--- config.mk ---
export PLATFORM = sky130hd
export DESIGN_NAME = lfsr_tg_timing
export DESIGN_NICKNAME = d
export VERILOG_FILES = /design/src/rtl/lfsr_tg_pkg.sv /design/src/rtl/lfsr_tg_counter.sv /design/src/rtl/lfsr_tg_window.sv /design/src/rtl/lfsr_tg_timing.sv
export SDC_FILE = /design/constraint.sdc
export NUM_CORES = 1
export LEC_CHECK = 0
export CAP_MARGIN = 15
export CORE_MARGIN = 2
export CORE_UTILIZATION = 37
export DETAILED_ROUTE_END_ITERATION = 16
export PLACE_DENSITY = 0.79
export SLEW_MARGIN = 40
export SYNTH_ARGS = -nofsm -noshare
export SYNTH_HDL_FRONTEND = slang
export SYNTH_HIERARCHICAL = 1
export SYNTH_SLANG_ARGS = --single-unit
--- constraint.sdc ---
create_clock -name clk -period 2.16 [get_ports clk]
set_clock_uncertainty 0.05 [all_clocks]
set_input_delay 0.216 -clock clk [delete_from_list [all_inputs] [get_ports clk]]
set_output_delay 0.216 -clock clk [all_outputs]
set_load 0.05 [all_outputs]
--- src/rtl/lfsr_tg_pkg.sv ---
package lfsr_tg_pkg;
  localparam int LW = 16;
  localparam int CW = 8;
  localparam int NWIN = 4;
  typedef logic [LW-1:0] lstate_t;
  localparam lstate_t SEED = '1;
  localparam lstate_t DEF_TAPS = 16'h8016;
  localparam logic [CW-1:0] CTRL_ON = 8'h00;

  // one step: shift left, feedback = parity of the tapped bits
  function automatic lstate_t lfsr_next(input lstate_t s, input lstate_t taps);
    return {s[LW-2:0], ^(s & taps)};
  endfunction
endpackage

--- src/rtl/lfsr_tg_counter.sv ---
module lfsr_tg_counter
  import lfsr_tg_pkg::*;
#(
  parameter lstate_t TAPS = DEF_TAPS
) (
  input  logic    clk,
  input  logic    rst_n,
  input  logic    adv_i,
  input  lstate_t last_i,
  output lstate_t state_o,
  output logic    wrap_o
);
  lstate_t state_q;
  logic    at_last;

  assign at_last = (state_q == last_i);
  assign wrap_o  = adv_i && at_last;
  assign state_o = state_q;

  always_ff @(posedge clk) begin
    if (!rst_n)       state_q <= SEED;
    else if (wrap_o)  state_q <= SEED;
    else if (adv_i)   state_q <= lfsr_next(state_q, TAPS);
  end

  // the all-zero state is a lock-up point and never reachable from the seed
  assert_never_zero_R2: assert property (@(posedge clk) disable iff (!rst_n)
    state_q != '0);
  assert_hold_R4: assert property (@(posedge clk) disable iff (!rst_n)
    !adv_i |=> $stable(state_q));
  assert_reload_R3: assert property (@(posedge clk) disable iff (!rst_n)
    wrap_o |=> state_q == SEED);
endmodule

--- src/rtl/lfsr_tg_window.sv ---
module lfsr_tg_window
  import lfsr_tg_pkg::*;
(
  input  logic    clk,
  input  logic    rst_n,
  input  lstate_t state_i,
  input  lstate_t start_i,
  input  lstate_t stop_i,
  output logic    nxt_o
);
  logic q;
  logic hit_start, hit_stop;

  assign hit_start = (state_i == start_i);
  assign hit_stop  = (state_i == stop_i);

  always_comb begin
    if (hit_stop)       nxt_o = 1'b0;
    else if (hit_start) nxt_o = 1'b1;
    else                nxt_o = q;
  end

  always_ff @(posedge clk) begin
    if (!rst_n) q <= 1'b0;
    else        q <= nxt_o;
  end

  assert_clear_prio_R10: assert property (@(posedge clk) disable iff (!rst_n)
    hit_stop |=> !q);
  assert_set_R5: assert property (@(posedge clk) disable iff (!rst_n)
    (hit_start && !hit_stop) |=> q);
endmodule

--- src/rtl/lfsr_tg_timing.sv ---
module lfsr_tg_timing
  import lfsr_tg_pkg::*;
(
  input  logic          clk,
  input  logic          rst_n,
  input  logic [CW-1:0] ctrl_i,
  input  logic [LW-1:0] h_act_start_i,
  input  logic [LW-1:0] h_act_stop_i,
  input  logic [LW-1:0] h_last_i,
  input  logic [LW-1:0] h_sync_on_i,
  input  logic [LW-1:0] h_sync_off_i,
  input  logic [LW-1:0] v_act_start_i,
  input  logic [LW-1:0] v_act_stop_i,
  input  logic [LW-1:0] v_last_i,
  input  logic [LW-1:0] v_sync_on_i,
  input  logic [LW-1:0] v_sync_off_i,
  output logic          hsync_o,
  output logic          vsync_o,
  output logic          de_o,
  output logic          frame_start_o
);
  // window slots: 0 hsync, 1 h active, 2 vsync, 3 v active
  localparam int W_HS = 0;
  localparam int W_HA = 1;
  localparam int W_VS = 2;
  localparam int W_VA = 3;

  lstate_t h_state, v_state;
  logic    h_wrap, v_wrap;
  logic    out_en;
  logic    at_origin;
  lstate_t win_state [NWIN];
  lstate_t win_start [NWIN];
  lstate_t win_stop  [NWIN];
  logic [NWIN-1:0] win_nxt;
  logic    hs_q, vs_q, de_q, fs_q;

  lfsr_tg_counter #(.TAPS(DEF_TAPS)) u_hcnt (
    .clk(clk), .rst_n(rst_n), .adv_i(1'b1), .last_i(h_last_i),
    .state_o(h_state), .wrap_o(h_wrap)
  );

  lfsr_tg_counter #(.TAPS(DEF_TAPS)) u_vcnt (
    .clk(clk), .rst_n(rst_n), .adv_i(h_wrap), .last_i(v_last_i),
    .state_o(v_state), .wrap_o(v_wrap)
  );

  assign win_state[W_HS] = h_state;
  assign win_start[W_HS] = h_sync_on_i;
  assign win_stop[W_HS]  = h_sync_off_i;
  assign win_state[W_HA] = h_state;
  assign win_start[W_HA] = h_act_start_i;
  assign win_stop[W_HA]  = h_act_stop_i;
  assign win_state[W_VS] = v_state;
  assign win_start[W_VS] = v_sync_on_i;
  assign win_stop[W_VS]  = v_sync_off_i;
  assign win_state[W_VA] = v_state;
  assign win_start[W_VA] = v_act_start_i;
  assign win_stop[W_VA]  = v_act_stop_i;

  for (genvar gi = 0; gi < NWIN; gi++) begin : g_win
    lfsr_tg_window u_win (
      .clk(clk), .rst_n(rst_n), .state_i(win_state[gi]),
      .start_i(win_start[gi]), .stop_i(win_stop[gi]), .nxt_o(win_nxt[gi])
    );
  end

  assign out_en    = (ctrl_i == CTRL_ON);
  assign at_origin = (h_state == SEED) && (v_state == SEED);

  always_ff @(posedge clk) begin
    if (!rst_n) begin
      hs_q <= 1'b0;
      vs_q <= 1'b0;
      de_q <= 1'b0;
      fs_q <= 1'b0;
    end else begin
      hs_q <= out_en & win_nxt[W_HS];
      vs_q <= out_en & win_nxt[W_VS];
      de_q <= out_en & win_nxt[W_HA] & win_nxt[W_VA];
      fs_q <= at_origin;
    end
  end

  assign hsync_o       = hs_q;
  assign vsync_o       = vs_q;
  assign de_o          = de_q;
  assign frame_start_o = fs_q;

  assert_gate_R8: assert property (@(posedge clk) disable iff (!rst_n)
    (ctrl_i != CTRL_ON) |=> !(hsync_o || vsync_o || de_o));
  assert_v_on_line_end_R4: assert property (@(posedge clk) disable iff (!rst_n)
    v_wrap |-> h_wrap);
  assert_fs_single_R9: assert property (@(posedge clk) disable iff (!rst_n)
    (frame_start_o && !(h_last_i == SEED && v_last_i == SEED)) |=> !frame_start_o);
  assert_reset_quiet_R1: assert property (@(posedge clk)
    !rst_n |=> !(hsync_o || vsync_o || de_o || frame_start_o));
endmodule

==> Yosys cells after proc, flatten, opt, wreduce, memory -nomap -nowiden <==
Cells that the tools add are included.
{ "classes": {"n_eq_ne": 12, "n_mux": 8, "bitwise": 5, "n_reduce_logical": 7} }
{ "ops": {"columns": ["operator", "count"], "rows": [
  ["$eq 16x16->1", 10],
  ["$eq 16x16->1 const B", 2],
  ["$reduce_xor 16->1", 2],
  ["$logic_not 8->1", 1],
  ["$mux 1", 8],
  ["$and 1x1->1", 4],
  ["$reduce_or 2->1", 2],
  ["$logic_and 1x1->1", 2],
  ["$not 1->1", 1]
]} }
{ "word_totals": {"regBits": 40, "inputBits": 170, "output_inout_bits": 4} }

==> Longest topological paths before layout <==
{ "depth": {"ltp_word": 5, "mapped_depth": 9, "mapped_depth_nobuf": 7} }

==> Cells and area by module <==
Netlist, hierarchy kept.
{ "by_module_without_submodules": {"columns": ["mod", "n_inst", "cells_per_inst", "area_each_um2", "seq_area_each_um2"], "rows": [
  ["lfsr_tg_window", 4, 45, 406.6, 20.0],
  ["lfsr_tg_counter", 2, 79, 774.5, 320.3],
  ["lfsr_tg_timing", 1, 23, 202.7, 80.1]
]} }

==> Least setup slack after synthesis <==
Ideal clock, no wire load.
{ "synth_path": {"path_type": "register -> register", "startpoint": "reg u_hcnt.state_q[4], in the netlist u_hcnt/state_o[4]", "endpoint": "reg u_vcnt.state_q[9], in the netlist u_vcnt/state_o[9]", "setup_time_ps": 121, "t_arrival_ps": 2142, "required_time_ps": 1989, "slack_ps": -154, "path_stages_with_launch": 9, "synth_period_minus_slack_ps": 2314, "cell_sequence": "dfxtp_1 > xor2_1 > nor4_1 > nand2_1 > nor4_1 > buf_2 > clkbuf_1 > mux2i_1 > nand2_1"} }
{ "synth_via": {"elab_chain_len": 3} }
{ "synth_rtl": {"columns": ["item", "line_no", "source"], "rows": [
  ["start: declaration", "lfsr_tg_counter.sv:13", "lstate_t state_q;"],
  ["start signal: assignment", "lfsr_tg_counter.sv:23", "else if (adv_i) state_q <= lfsr_next(state_q, TAPS);"],
  ["$eq 16x16->1 (*)", "lfsr_tg_counter.sv:16", "assign at_last = (state_q == last_i);"],
  ["named net h_wrap", "lfsr_tg_timing.sv:29", "logic h_wrap, v_wrap;"],
  ["$logic_and 1x1->1", "lfsr_tg_counter.sv:17", "assign wrap_o = adv_i && at_last;"],
  ["$reduce_or 2->1 (no source line)", null, null],
  ["end signal: assignment", "lfsr_tg_counter.sv:23", null],
  ["end: declaration", "lfsr_tg_counter.sv:13", null]
]} }
Mark *: on every way through the listed nets, which the timed path passes. The rest lies on a longest branch.
A chain may end at the register's enable or synchronous reset.

==> Final worst setup path <==
{ "layout_path": {"startpoint": "reg u_hcnt.state_q[4], in the netlist u_hcnt/state_o[4]", "endpoint": "reg u_vcnt.state_q[7], in the netlist u_vcnt/state_o[7]"} }
The elaborated chain is that of the path after synthesis.

==> flow_summary.yaml <==
run_status:
  outcome: "finished, final reports clean"
synth:
  syn_inst: 360
  synth_area_um2: 3370
  syn-num-nets: 530
  synth.avg_cell_area_um2: 9.37
  yosys_warnings: 6
power_and_ir_drop:
  p_leak_uw: 0.00194
  ir_drop_uv: 250
  seqPwrFrac_pct: 40.4
  p_clk_share_pct: 28.0
  power_density_nw_per_um2: 332
  p_int_uw: 1370
  combinationalPowerShare_pct: 31.6
  switching_share_pct: 25.9
  netSwitchingPower_uw: 478
worst_setup_path:
  criticalPathCategory: "reg2reg"
  r2r_slack_ns: 0.24
  cpMaxStageDelayCell: "o41a_1"
  crit_family: "simple AND/OR/NAND/NOR gates"
  r2r_cells: 8
  crit_top_cell: "nand2_1"
  crit_start: "u_hcnt/state_o[4]"
  crit_required_ns: 2.35
  reg2reg_to: "u_vcnt/state_o[7]"
  path_cells: "xor2_1 -> nor4_1 -> nand2_1 -> nor4_4 -> nand2_1 -> o41a_1 -> buf_4 -> nand2_1"
  timing.rr.start: "u_hcnt/state_o[4]"
  max_stage_delay_ns: 0.36
  cp.arrival_ns: 2.11
  critPathMaxFanout: 7
  cp.depth: 8
  worstSetupEndpointType: "flip-flop"
  startpoint_type: "flip-flop"
  path_buf_inv: 1
grt:
  grt-ovfl-total: 0
  grt_max_degree: 19
  antenna_found_initial: 0
  grtUsageTotal_pct: 24.3
  grt_pass1_wl_um: 18800
  grt_pass1_vias: 3585
route:
  drt_iter0_drc: 153
  drt_wl_total_um: 12100
  postRouteAntennaNets: 0
  routedWlPerCell_um: 18.0
  vias: 3383
  drc: 0
  firstDrtPassIters: 5
  vias_per_cell: 5.00
clocking:
  clock-sinks: 40
  cts-root-buf: "clkbuf_8"
  htree_num_levels: 2
  post_cts_buffers: 0
  cts_tree: "yes"
  cts_inserted_buffers: 5
  post_cts_resized: 0
  clk_pin_slew_worst_paths_ns: 0.09
  ctsHoldBuffers: 0
  clkLatencyLatePin_ns: 0.29
  cts_buffer_depth: 2
place:
  hpwl_um: 10100
  gp_congestion: 0.879
  io_buffers: 173
  dp_cells: 668
die:
  ios: 174
  die_w_um: 99.5
  start_util_pct: 38.5
  rows: 34
  die_h_um: 99.5
  fp.dieArea_um2: 9890
  core-area_um2: 8760
min_path:
  hold_end: "g_win[2].u_win/q"
  hold_class: "reg2reg"
  worst_hold_startpoint: "g_win[2].u_win/q"
  holdPathStages: 2
sta:
  relSlewSlack_pct: 62.0
  setup_violations: 0
  worst_pin_slew_ns: 0.568
  rsz0062_at_grt: "no"
  hold_slack_ns: 0.502
  report.final.slew_viol_count: 0
  fin_crit_sh_pct: 88.7
  fmax_ghz: 0.522
  hold_viol_final: 0
  period_needed_ns: 1.92
finish:
  fin_nets: 737
  antenna_cells: 0
  syn2layout_area_growth_pct: 64.9
  layout-drive-gt1-share_pct: 11.8
  finalNonFillerCells: 676
  post-route-util_pct: 63.4
job:
  drv_cap: 0
## state kept, by name, summed over array words and instances, names as in the netlist
name and cells:
hsync_o 1, u_hcnt/state_o 16, g_win.u_win/q 4, frame_start_o 1, de_o 1, vsync_o 1
u_vcnt/state_o 16
## layer usage
metal  GRT usage (%)  vias up  wire (µm)
li1                -     1662          -
met1            31.3     1591       5050
met2            42.6      111       6170
met3            3.58       19        686
met4            6.32        0        232
met5               0        -          0
## worst reg2reg max path, cell delays in order, from the launching register on
cell	delay, ns
dfxtp_2	0.34
xor2_1	0.16
nor4_1	0.26
nand2_1	0.16
nor4_4	0.21
nand2_1	0.08
o41a_1	0.36
buf_4	0.18
nand2_1	0.07
## cell usage in the layout, fill, tap and decap left out, types with 3 or more instances in the layout
| master | instances |
|---|---|
| clkdlybuf4s50_1 | 173 |
| xnor2_1 | 86 |
| xor2_1 | 80 |
| nand2_1 | 39 |
| dfxtp_1 | 36 |
| buf_4 | 32 |
| mux2i_1 | 30 |
| nand4_1 | 25 |
| nor4_2 | 16 |
| nor4_1 | 9 |
| clkbuf_8 | 5 |
| a41oi_1 | 4 |
| nor2_1 | 4 |
| nor3b_2 | 4 |
| dfxtp_2 | 4 |
| nand3_1 | 3 |
## cell type report
class                      instances  area [µm²]
fill                             749        3200
multi-input combinational        314        2550
timing repair buffer             206        1980
sequential                        40         806
tap                              108         135
clock buffer                       6        72.6
clock inverter                     2        16.3
## power by group through the flow
stage,clock network (µW),logic [µW],registers [µW]
2_1_floorplan,0,190,775
3_3_place_gp,0,571,763
3_5_place_dp,0,581,763
4_1_cts,523,583,746
5_1_grt,553,623,747
6_report,517,584,746
## per-stage QoR
step                      TNS, ns  cell area [µm²]  total power (µW)  setup slack (ns)
after floorplan                 0             3380               964           0.00726
after global placement      -2.61             5460              1330            -0.169
after detailed placement    -2.70             5460              1340            -0.204
after CTS                       0             5550              1850            0.0803
after global routing            0             5560              1920            0.0572
final                           0             5560              1850             0.244
## how the worst max path moves through the flow
| stage | slack [ns] | to |
|---|---|---|
| finish | 0.24 | u_vcnt/state_o[7] |
| global route | 0.06 | u_vcnt/state_o[7] |
| CTS | 0.08 | u_vcnt/state_o[10] |
| detailed placement | -0.20 | u_vcnt/state_o[10] |
| global placement | -0.17 | u_vcnt/state_o[13] |
| floorplan | 0.007 | u_vcnt/state_o[2] |
Note: power is estimated with default switching activity, not from simulation.
